### config.mk
export PLATFORM = sky130hd
export DESIGN_NAME = sfr_flag_unit
export DESIGN_NICKNAME = d
export VERILOG_FILES = /design/src/rtl/sfr_pkg.sv /design/src/rtl/sfr_alu_core.sv /design/src/rtl/sfr_parity.sv /design/src/rtl/sfr_bank_decode.sv /design/src/rtl/sfr_status_reg.sv /design/src/rtl/sfr_flag_unit.sv
export SDC_FILE = /design/constraint.sdc
export NUM_CORES = 1
export LEC_CHECK = 0
export ABC_AREA = 1
export CAP_MARGIN = 0
export CORE_MARGIN = 5
export CORE_UTILIZATION = 35
export CTS_BUF_LIST = sky130_fd_sc_hd__clkbuf_8
export CTS_CLUSTER_DIAMETER = 50
export DETAILED_ROUTE_END_ITERATION = 10
export RECOVER_POWER = 50
export SYNTH_ARGS = -nofsm -noshare
export SYNTH_HDL_FRONTEND = slang
export SYNTH_SLANG_ARGS = --single-unit
### constraint.sdc
create_clock -name clk -period 18.4 [get_ports clk]
set_input_delay 1.84 -clock clk [delete_from_list [all_inputs] [get_ports clk]]
set_output_delay 1.84 -clock clk [all_outputs]
set_load 0.01 [all_outputs]
### src/rtl/sfr_pkg.sv
// Package: shared widths, status-byte bit positions and operation codes
// for the status flag unit. Assumes an 8-bit data path and four banks.
package sfr_pkg;

    localparam int DATA_W      = 8;
    localparam int NUM_BANKS   = 4;
    localparam int BANK_REGS   = 8;
    localparam int BANK_ADDR_W = $clog2(NUM_BANKS * BANK_REGS);
    localparam int BANK_SEL_W  = $clog2(NUM_BANKS);

    // Bit positions inside the status byte; other logic decodes these.
    localparam int BIT_CY  = 7;
    localparam int BIT_AC  = 6;
    localparam int BIT_UA  = 5;
    localparam int BIT_RSH = 4;
    localparam int BIT_RSL = 3;
    localparam int BIT_OV  = 2;
    localparam int BIT_UB  = 1;
    localparam int BIT_P   = 0;

    typedef enum logic [2:0] {
        OP_ADD  = 3'd0,
        OP_ADDC = 3'd1,
        OP_SUB  = 3'd2,
        OP_SUBB = 3'd3,
        OP_CMP  = 3'd4,
        OP_MUL  = 3'd5,
        OP_DIV  = 3'd6,
        OP_PASS = 3'd7
    } alu_op_e;

    // Write enables and new values for the hardware-owned flags.
    typedef struct packed {
        logic cy_we;
        logic cy;
        logic ac_we;
        logic ac;
        logic ov_we;
        logic ov;
    } flag_upd_t;

endpackage

### src/rtl/sfr_alu_core.sv
// Module: sfr_alu_core
// Combinational arithmetic for the status unit. It forms the result bytes,
// the write-back flag and the flag update for the selected operation.
// Assumes W is even; the half-width carry is taken at bit W/2-1.
module sfr_alu_core
    import sfr_pkg::*;
#(
    parameter int W = DATA_W
) (
    input  alu_op_e        op,
    input  logic [W-1:0]   a,
    input  logic [W-1:0]   b,
    input  logic           size_byte,
    input  logic           cy_in,
    output logic [W-1:0]   res_lo,
    output logic [W-1:0]   res_hi,
    output logic           wr_back,
    output flag_upd_t      upd
);

    localparam int HALF = W / 2;

    logic           chain_in;
    logic [W:0]     sum_full;
    logic [W:0]     dif_full;
    logic [2*W-1:0] prod;
    logic [W-1:0]   quo;
    logic [W-1:0]   rem;
    logic           half_cy_add;
    logic           half_cy_sub;
    logic           ov_add;
    logic           ov_sub;

    // Carry or borrow input: the stored CY for the chained variants only.
    always_comb begin
        chain_in = ((op == OP_ADDC) || (op == OP_SUBB)) ? cy_in : 1'b0;
    end

    // Wide add, subtract and multiply with all carries kept.
    always_comb begin
        sum_full = {1'b0, a} + {1'b0, b} + (W+1)'(chain_in);
        dif_full = {1'b0, a} - {1'b0, b} - (W+1)'(chain_in);
        prod     = (2*W)'(a) * (2*W)'(b);
    end

    // Divide, with the zero-divisor case pinned to zero outputs.
    always_comb begin
        if (b == '0) begin
            quo = '0;
            rem = '0;
        end else begin
            quo = a / b;
            rem = a % b;
        end
    end

    // Half carry from the bit above the nibble boundary; signed overflow.
    always_comb begin
        half_cy_add = sum_full[HALF] ^ a[HALF] ^ b[HALF];
        half_cy_sub = dif_full[HALF] ^ a[HALF] ^ b[HALF];
        ov_add      = (a[W-1] == b[W-1]) && (sum_full[W-1] != a[W-1]);
        ov_sub      = (a[W-1] != b[W-1]) && (dif_full[W-1] != a[W-1]);
    end

    // Result and flag-update selection per operation.
    always_comb begin
        res_lo  = '0;
        res_hi  = '0;
        wr_back = 1'b1;
        upd     = '0;
        unique case (op)
            OP_ADD, OP_ADDC: begin
                res_lo    = sum_full[W-1:0];
                upd.cy_we = 1'b1;
                upd.cy    = sum_full[W];
                upd.ac_we = size_byte;
                upd.ac    = half_cy_add;
                upd.ov_we = 1'b1;
                upd.ov    = ov_add;
            end
            OP_SUB, OP_SUBB, OP_CMP: begin
                res_lo    = dif_full[W-1:0];
                wr_back   = (op != OP_CMP);
                upd.cy_we = 1'b1;
                upd.cy    = dif_full[W];
                upd.ac_we = size_byte;
                upd.ac    = half_cy_sub;
                upd.ov_we = 1'b1;
                upd.ov    = ov_sub;
            end
            OP_MUL: begin
                res_lo    = prod[W-1:0];
                res_hi    = prod[2*W-1:W];
                upd.cy_we = 1'b1;
                upd.cy    = 1'b0;
                upd.ov_we = 1'b1;
                upd.ov    = (prod[2*W-1:W] != '0);
            end
            OP_DIV: begin
                res_lo    = quo;
                res_hi    = rem;
                upd.cy_we = 1'b1;
                upd.cy    = 1'b0;
                upd.ov_we = 1'b1;
                upd.ov    = (b == '0);
            end
            default: begin
                res_lo = b;
            end
        endcase
    end

endmodule

### src/rtl/sfr_parity.sv
// Module: sfr_parity
// Odd-parity reduction of the accumulator: 1 when an odd number of bits
// are set. Purely combinational; the caller registers it.
module sfr_parity #(
    parameter int W = 8
) (
    input  logic [W-1:0] value,
    output logic         odd
);

    // XOR-fold every bit of the value.
    always_comb begin
        odd = 1'b0;
        for (int i = 0; i < W; i++) begin
            odd = odd ^ value[i];
        end
    end

endmodule

### src/rtl/sfr_bank_decode.sv
// Module: sfr_bank_decode
// Turns the bank-select field into the base address of the active bank.
// Assumes BANK_REGS is a power of two so the base is a plain shift.
module sfr_bank_decode #(
    parameter int SEL_W     = 2,
    parameter int BANK_REGS = 8,
    parameter int ADDR_W    = 5
) (
    input  logic [SEL_W-1:0]  sel,
    output logic [ADDR_W-1:0] base
);

    localparam int SHIFT = $clog2(BANK_REGS);

    // Base address = bank number times bank size.
    always_comb begin
        base = ADDR_W'(sel) << SHIFT;
    end

endmodule

### src/rtl/sfr_status_reg.sv
// Module: sfr_status_reg
// Holds the status byte. Software writes win over hardware flag updates;
// parity is reloaded every cycle and cannot be written by software.
// Assumes a synchronous active-low reset.
module sfr_status_reg
    import sfr_pkg::*;
(
    input  logic              clk,
    input  logic              rst_n,
    input  logic              upd_en,
    input  flag_upd_t         upd,
    input  logic              parity,
    input  logic              sw_we,
    input  logic [DATA_W-1:0] sw_data,
    output logic [DATA_W-1:0] q
);

    // Status byte update: reset, then software write, then hardware flags.
    always_ff @(posedge clk) begin
        if (!rst_n) begin
            q <= '0;
        end else begin
            if (sw_we) begin
                q <= {sw_data[DATA_W-1:1], parity};
            end else begin
                q[BIT_P] <= parity;
                if (upd_en && upd.cy_we) q[BIT_CY] <= upd.cy;
                if (upd_en && upd.ac_we) q[BIT_AC] <= upd.ac;
                if (upd_en && upd.ov_we) q[BIT_OV] <= upd.ov;
            end
        end
    end

    AST_RESET_CLEAR: assert property (@(posedge clk) disable iff (!rst_n)
        !$past(rst_n) |-> (q == '0));

    AST_USER_BITS_HOLD: assert property (@(posedge clk) disable iff (!rst_n)
        !sw_we |=> (q[BIT_UA] == $past(q[BIT_UA])) && (q[BIT_UB] == $past(q[BIT_UB])));

    AST_SW_WRITE_WINS: assert property (@(posedge clk) disable iff (!rst_n)
        sw_we |=> (q[DATA_W-1:1] == $past(sw_data[DATA_W-1:1])));

endmodule

### src/rtl/sfr_flag_unit.sv
// Module: sfr_flag_unit (top)
// Status flag unit: ALU result and flag computation, the stored status
// byte, accumulator parity tracking and register-bank base decode.
// Assumes the caller applies result_lo/result_hi to the accumulator.
module sfr_flag_unit
    import sfr_pkg::*;
(
    input  logic                   clk,
    input  logic                   rst_n,
    input  logic                   op_en,
    input  logic [2:0]             op_code,
    input  logic [DATA_W-1:0]      operand_a,
    input  logic [DATA_W-1:0]      operand_b,
    input  logic                   size_byte,
    input  logic [DATA_W-1:0]      acc_value,
    input  logic                   sw_we,
    input  logic [DATA_W-1:0]      sw_data,
    output logic [DATA_W-1:0]      result_lo,
    output logic [DATA_W-1:0]      result_hi,
    output logic                   result_write,
    output logic [DATA_W-1:0]      status_q,
    output logic [BANK_ADDR_W-1:0] bank_base
);

    alu_op_e   op;
    flag_upd_t upd;
    logic      acc_odd;

    // Decode the raw code into the operation type.
    always_comb begin
        op = alu_op_e'(op_code);
    end

    sfr_alu_core #(.W(DATA_W)) u_core (
        .op        (op),
        .a         (operand_a),
        .b         (operand_b),
        .size_byte (size_byte),
        .cy_in     (status_q[BIT_CY]),
        .res_lo    (result_lo),
        .res_hi    (result_hi),
        .wr_back   (result_write),
        .upd       (upd)
    );

    sfr_parity #(.W(DATA_W)) u_parity (
        .value (acc_value),
        .odd   (acc_odd)
    );

    sfr_status_reg u_status (
        .clk     (clk),
        .rst_n   (rst_n),
        .upd_en  (op_en),
        .upd     (upd),
        .parity  (acc_odd),
        .sw_we   (sw_we),
        .sw_data (sw_data),
        .q       (status_q)
    );

    sfr_bank_decode #(
        .SEL_W     (BANK_SEL_W),
        .BANK_REGS (BANK_REGS),
        .ADDR_W    (BANK_ADDR_W)
    ) u_bank (
        .sel  (status_q[BIT_RSH:BIT_RSL]),
        .base (bank_base)
    );

    AST_MULDIV_CY_CLEAR: assert property (@(posedge clk) disable iff (!rst_n)
        (op_en && !sw_we && (op_code == 3'd5 || op_code == 3'd6)) |=> !status_q[BIT_CY]);

    AST_DIV_ZERO_OV: assert property (@(posedge clk) disable iff (!rst_n)
        (op_en && !sw_we && op_code == 3'd6 && operand_b == '0) |=> status_q[BIT_OV]);

    AST_WIDE_AC_HOLD: assert property (@(posedge clk) disable iff (!rst_n)
        (op_en && !sw_we && !size_byte) |=> (status_q[BIT_AC] == $past(status_q[BIT_AC])));

    AST_PARITY_TRACK: assert property (@(posedge clk) disable iff (!rst_n)
        1'b1 |=> (status_q[BIT_P] == ^$past(acc_value)));

    AST_BANK_ALIGNED: assert property (@(posedge clk) disable iff (!rst_n)
        bank_base[2:0] == 3'b000);

endmodule

Word level (Yosys, flattened, before mapping):

Cells that the tools add are included.

* equal/unequal tests: 11
* bitwise gates (word level): 11
* muxes and demuxes: 14
* reduce and logical (&&, ||, !) cells: 15
* div/mod/pow operators: 2
* multiply operators: 1
* add/sub/neg operators: 4

Operators by type and width (number)
* one-hot mux 8 bit (4 select lines): 1
* multiplier 8 x 8 -> 16 bit: 1
* two-way mux 8 bit: 2
* one-hot mux 8 bit (2 select lines): 1
* bitwise XOR 1 bit: 11
* adder 8 x 8 -> 9 bit: 1
* adder 9 x 1 -> 9 bit: 1
* equality test 3 bit, second input constant: 3
* subtractor 8 x 8 -> 9 bit: 1
* subtractor 9 x 1 -> 9 bit: 1
* divider 8 x 8 -> 8 bit: 1
* zero test 8 bit: 1
* remainder unit 8 x 8 -> 8 bit: 1
* one-hot mux 2 bit (4 select lines): 1
* nonzero test 8 bit: 1
* equality test 3 x 2 -> 1 bit, second input constant: 2
* two-way mux 1 bit: 6
* one-hot mux 2 bit (3 select lines): 1
* nonzero test 2 bit: 3
* logical AND 1 bit: 5
* one-hot mux 2 bit (2 select lines): 1
* OR reduction 2 bit: 2
* equality test 3 x 1 -> 1 bit, second input constant: 1
* zero test 3 bit: 1
* 6 further kinds: 8

* logic and storage cells: 63
* bits in registers: 8

Longest topological paths before layout:

Gate-level depths: netlist of the first run.

* word-level depth: 10
* gate-level depth with buffers: 71

By module:

A second synthesis of the first run with hierarchy kept.

* cell total of the unflattened synthesis: 927
* area total of the unflattened synthesis: 5970.7 um^2

By module, submodules not included
* sfr_alu_core: cells each 839, instances 1, area an instance 5445.2 um^2
* sfr_status_reg: cells each 54, instances 1, area an instance 352.8 um^2
* sfr_parity: cells each 28, instances 1, area an instance 131.4 um^2
* sfr_bank_decode: cells each 6, instances 1, area an instance 41.3 um^2

Worst setup path after synthesis of the first run:

Ideal clock, no wire load.

* kind: in2out
* start point: input port operand_b[0]
* end point: output port result_hi[7]
* setup slack: 6.356 ns
* data arrival time: 10.204 ns
* required time: 16.560 ns
* stages: 65
* cell sequence: inv_1 -> ha_1 -> o21ai_0 -> o21bai_2 -> nand2_1 -> inv_1 -> ha_1 -> o21ai_0 -> a21oi_4 -> nand2_1 -> o21ai_2 -> inv_1 -> ha_1 -> a21oi_1 -> nand2_1 -> or2_2 -> nand2_1 -> nand2_1 -> (+29 left out) -> nand2_1 -> nand2_1 -> nand2_1 -> a21oi_1 -> xor2_1 -> nand2_1 -> and2_1 -> ha_1 -> nand2_1 -> nor3_1 -> nand4_1 -> o2111ai_2 -> nand2_2 -> a21oi_1 -> o21ai_0 -> nand2_1 -> inv_1 -> nand2_1

* cells in the longest elaborated chain, start to end: 3
* elaborated cells on any way between the ends: 5

RTL lines
* from (decl): line sfr_flag_unit.sv:13 `input logic [DATA_W-1:0] operand_b,`
* remainder unit 8 x 8 -> 8 bit or zero test 8 bit (tied branches): line sfr_alu_core.sv:53, sfr_alu_core.sv:48
* two-way mux 8 bit: line sfr_alu_core.sv:48 `if (b == '0) begin`
* one-hot mux 8 bit (2 select lines) (*): line sfr_alu_core.sv:71 `unique case (op)`
* to (decl): line sfr_flag_unit.sv:19 `output logic [DATA_W-1:0] result_hi,`

Mark *: on every way between the ends. The rest lies on a longest branch, timed or not.

Worst setup path after layout of the first run:

Same ends and word-level chain as after synthesis.

==> flow_summary.ini, run 1 <==
[timing]
rsz0062_at_grt = no
fin_skew_ns = 0.000132
fin_setup_tns_ns = 0
slew_violations = 0
period_share_pct = 81.1
setup_violations = 0
slew_headroom_pct = 37.2
fin_crit_ns = 14.92
hold_viol = 0
fmax_mhz = 67.0
worst_pin_slew_ns = 0.939

[place]
placed_area_sq_um = 7000
io_buffers = 65
post-dp-hpwl_um = 14800
gp_congestion = 0.907

[layout]
regMostFlops = u_status.q
final_core_util_pct = 40.7
synthToLayoutAreaGrowth_pct = 14.2
nets = 1181
reg_top3 = u_status.q (8)
antenna_cells = 0
final_cell_mix = 234 x nand2_1, 186 x inv_1, 99 x ha_1
largest_reg_flops = 8
final_common_cell = nand2_1
fin_area_sq_um = 7040
drive_gt1_share_pct = 7.31

[logic_synthesis]
ys_seq_area_share_pct = 2.60
ys_types = 52
async_flop_share_pct = 0
synth-main-ff-cell = dfxtp_1
ys_warn_count = 0
syn_inst = 948
synth_area_sq_um = 6170
synth-seq-cells = 8
syn_avg_cell_area_sq_um = 6.51
synth_edf_count = 0

[power]
ir_worst_vdd_mv = 0.0383
cellLeakagePower_uw = 0.00390
power_density_nw_per_um2 = 65.0

[clock_network]
clk_pin_slew_ns = 0.04
ctsHoldBuffers = 0
h-tree-depth = 1
root_buffer = clkbuf_8
cts.repair.resized = 0
cts_tree = yes
cts.sinks = 8
clockBufferDepth = 2
cts_setup_buffers = 0
clock_latency_ns = 0.22
numCtsBuffers = 3

[route]
wire_per_inst_um = 14.5
via_count = 5956
drtAntennaViolNets = 0
drc_errors = 0
drt_first_iter_violations = 355
wl_um = 17800
viasPerCell = 4.87
firstDrtPassIters = 5

[floorplan]
num_rows = 48
die_w_um = 143
core_sq_um = 17300
initial_utilization_pct = 35.7
dieArea_sq_um = 20400
die_h_um = 143
io-pin-count = 70

[setup_path]
end_kind = output port
critPathMaxFanout = 14
path_class = input port to output port
crit_family = simple AND/OR/NAND/NOR gates
cp_slowest_cell = dlygate4sd3_1
crit_top_cell = nand2_1
start_kind = input port
cpPeakStageDelay_ns = 1.01
path_buf_inv = 14
cp.arrival_ns = 13.08
critical_path_required_ns = 16.56

[worst_hold_path]
hold_class = flop to flop

[global_routing]
grt_overflow = 0
antenna_found_initial = 0
grt_pass1_vias = 5755
grt_max_degree = 17
grt_pass1_wl_um = 29100
grt.total_usage_pct = 17.3

[run_status]
outcome = complete, no violations

[flow_run]
max-cap-violations = 0
worst paths after layout:
check,startpoint,end,slack [ns],cells past startpoint
worst max-delay path,operand_b[0],result_hi[7],3.48,68
worst min-delay path,u_status.q[1],u_status.q[1],0.51,2
worst max register to register,u_status.q[7],u_status.q[6],15.43,14
worst min register to register,u_status.q[1],u_status.q[1],0.51,2
metrics by stage:
| stage | std cells | power (uW) | worst slack, ns | hold WS, ns |
|---|---|---|---|---|
| global route | 1224 | 514 | 2.28 | 0.552 |
| detailed placement | 1221 | 436 | 3.57 | 0.511 |
| CTS | 1224 | 459 | 3.52 | 0.520 |
| finish | 1224 | 457 | 3.48 | 0.511 |
| global placement | 1221 | 434 | 3.52 | 0.484 |
| floorplan | 950 | 317 | 6.36 | 0.533 |
Yosys cell counts, drive strengths merged, types with 2 or more instances:
cell	instances	area (sq um)
nor2	54	254
o221ai	3	26.3
o21bai	7	56.3
a31oi	4	25.0
a22oi	4	30.0
xnor2	10	87.6
ha	99	1240
clkbuf	13	48.8
or2	10	62.6
nand4	14	103
inv	197	754
a221oi	2	17.5
dfxtp	8	160
buf	13	110
nand3	63	393
a21oi	51	267
and2	6	37.5
o22ai	2	12.5
nor3	10	71.3
fa	41	821
o211ai	2	15.0
o21ai	53	288
xor2	22	193
a21o	2	15.0
o21a	2	15.0
o2111ai	5	50.0
nand2	246	968
nand3b	2	15.0
tightest hold or removal path, delay by kind of cell, from the launching register on:
kind / cells / cell delay, ns
flip-flops: 1 / 0.31
AO/OA/AOI/OAI: 1 / 0.08
AND/OR/NAND/NOR: 1 / 0.08
kinds of logic (layout without fill, tap and decap cells):
group / after synthesis / count (layout) / share of synthesized area (%)
DFF: 8 / 8 / 2.60
adders and majority gates: 140 / 140 / 33.4
buffers and inverters: 223 / 272 / 14.8
xor gates and xnor gates: 32 / 32 / 4.54
AOI/OAI and AO/OA: 138 / 138 / 13.4
other: 1 / 3 / 0.0608
and+or+nand+nor: 406 / 406 / 31.2
cell type report:
class / instances / area [sq um]
Fill cell: 1917 / 10300
Multi-Input combinational cell: 719 / 5100
Sequential cell: 8 / 160
Timing Repair Buffer: 72 / 703
Clock buffer: 3 / 41.3
Inverter: 197 / 754
Tap cell: 225 / 282
routing by layer:
metal | part of all wire, % | GRT usage (%) | wire [um] | vias to the layer above
met4 | 0.73 | 1.60 | 129 | 0
met3 | 4.6 | 1.04 | 825 | 10
met1 | 49 | 24.9 | 8640 | 2718
met2 | 46 | 29.7 | 8160 | 115
li1 | - | - | - | 3113
met5 | 0 | 0 | 0 | -
where the power goes:
part           switching, uW  leakage (uW)  internal (uW)  total, uW
logic                    258       0.00381            160        418
registers              0.584     0.0000665           19.0       19.6
clock network           5.93     0.0000216           14.1       20.0
Note: power is estimated with default switching activity, not from simulation.
==> inputs of run 2 (changes only) <==
==> constraint.sdc (replaced) <==
create_clock -name clk -period 13 [get_ports clk]
set_input_delay 1.3 -clock clk [delete_from_list [all_inputs] [get_ports clk]]
set_output_delay 1.3 -clock clk [all_outputs]
set_load 0.01 [all_outputs]
==> flow_summary.ini, run 2 (synthesis gave the netlist of run 1 again) <==
[timing]
worst_pin_slew_ns = 0.760
fin_skew_ns = 0.0000463
period_share_pct = 94.1
hold_viol = 0
slew_headroom_pct = 49.2
slew_violations = 0
fmax_mhz = 81.7
fin_ws_ns = 0.763
fin_crit_ns = 12.24
fin_hold_ws_ns = 0.511
setup_violations = 0

[setup_path]
cp.arrival_ns = 10.94
path_buf_inv = 12
start_kind = input port
critPathMaxFanout = 7
crit_top_cell = nand2_1
path_class = input port to output port
end_kind = output port
cp_slowest_cell = clkdlybuf4s50_1
crit_family = simple AND/OR/NAND/NOR gates
cpPeakStageDelay_ns = 0.52
critical_path_required_ns = 11.70

[power]
ir_worst_vdd_mv = 0.0515
p_total_uw = 677
power_density_nw_per_um2 = 91.8
cellLeakagePower_uw = 0.00403

[global_routing]
grt_util_met1_pct = 24.6
busiest_layer = met2
grt_pass1_vias = 5680
grt_pass1_wl_um = 28800
grt_overflow = 0
grt_use_met3_pct = 1.44
grt.total_usage_pct = 17.4
grtUsageMet2_pct = 29.8
antenna_found_initial = 0
grt_max_degree = 17

[layout]
reg_top3 = u_status.q (8)
antenna_cells = 0
final_common_cell = nand2_1
regMostFlops = u_status.q
drive_gt1_share_pct = 11.2
final_cell_mix = 233 x nand2_1, 184 x inv_1, 90 x ha_1
synthToLayoutAreaGrowth_pct = 19.5
n_fill_cell = 1871
nets = 1200
largest_reg_flops = 8

[clock_network]
cts.sinks = 8
clockBufferDepth = 2
h-tree-depth = 1
clock_latency_ns = 0.22
numCtsBuffers = 3
root_buffer = clkbuf_8
clk_pin_slew_ns = 0.04
cts_tree = yes
ctsHoldBuffers = 0

[route]
drt_first_iter_violations = 320
viasPerCell = 4.89
drc_errors = 0
wire_per_inst_um = 14.6
via_count = 6084
firstDrtPassIters = 5
wl_um = 18200
drtAntennaViolNets = 0

[run_status]
outcome = complete, no violations

[place]
placement.setup.worst_slack_ns = -0.169
post-dp-hpwl_um = 15400
gp_congestion = 0.914
io_buffers = 65

[floorplan]
dieArea_sq_um = 20400
die_w_um = 143
num_rows = 48
die_h_um = 143
io-pin-count = 70
initial_utilization_pct = 35.7
core_sq_um = 17300

[flow_run]
max-cap-violations = 0

[worst_hold_path]
hold_class = flop to flop
run 2: area by class of cell:
cell class | instances | area (sq um) | area share, %
Tap cell | 225 | 282 | 3.82
Clock buffer | 3 | 41.3 | 0.560
Multi-Input combinational cell | 719 | 5280 | 71.6
Sequential cell | 8 | 160 | 2.17
Inverter | 197 | 762 | 10.3
Timing Repair Buffer | 91 | 848 | 11.5
run 2: worst reg2reg max path, stage by stage, from the launching register on:
cell      delay (ns)
dfxtp_1         0.31
inv_1           0.05
nor3_1          0.40
inv_1           0.11
fa_1            0.41
fa_1            0.39
nor2_1          0.16
o21bai_1        0.13
or2_2           0.29
nand3_1         0.11
o21ai_0         0.12
o21ai_0         0.16
a21oi_1         0.08
nand2_1         0.08
a21oi_1         0.05
run 2: worst paths after layout:
path	startpoint	cells after the start	slack (ns)	to
setup / recovery	operand_b[0]	65	0.76	result_hi[3]
hold / removal	u_status.q[5]	2	0.51	u_status.q[5]
setup reg to reg	u_status.q[7]	14	10.04	u_status.q[6]
hold reg to reg	u_status.q[5]	2	0.51	u_status.q[5]
run 2: layer usage:
metal,part of all wire (%),up-vias
met5,0,-
met4,0.88,0
met3,6.0,12
met2,46,166
met1,47,2752
li1,-,3154
run 2: what timing repair did:
action,4_1_cts,5_1_grt
pin swaps,0,10
setup endpoints to repair,8,9
gates resized for setup,3,33
buffers inserted,0,9
run 2: metrics by stage:
stage                     utilization [%]  instances  area [sq um]  setup TNS, ns
after global placement               40.9       1231          7080         -0.225
after detailed placement             40.9       1231          7080         -0.590
after floorplan                         -        950          6180              0
after global routing                 42.6       1243          7370        -0.0349
final                                42.6       1243          7370              0
after CTS                            41.2       1234          7120              0
run 2: power by group:
part	internal, uW	switching (uW)	total, uW
combinational	243	378	620
clock	20.0	8.76	28.7
sequential	26.9	0.864	27.7
total	289	387	677
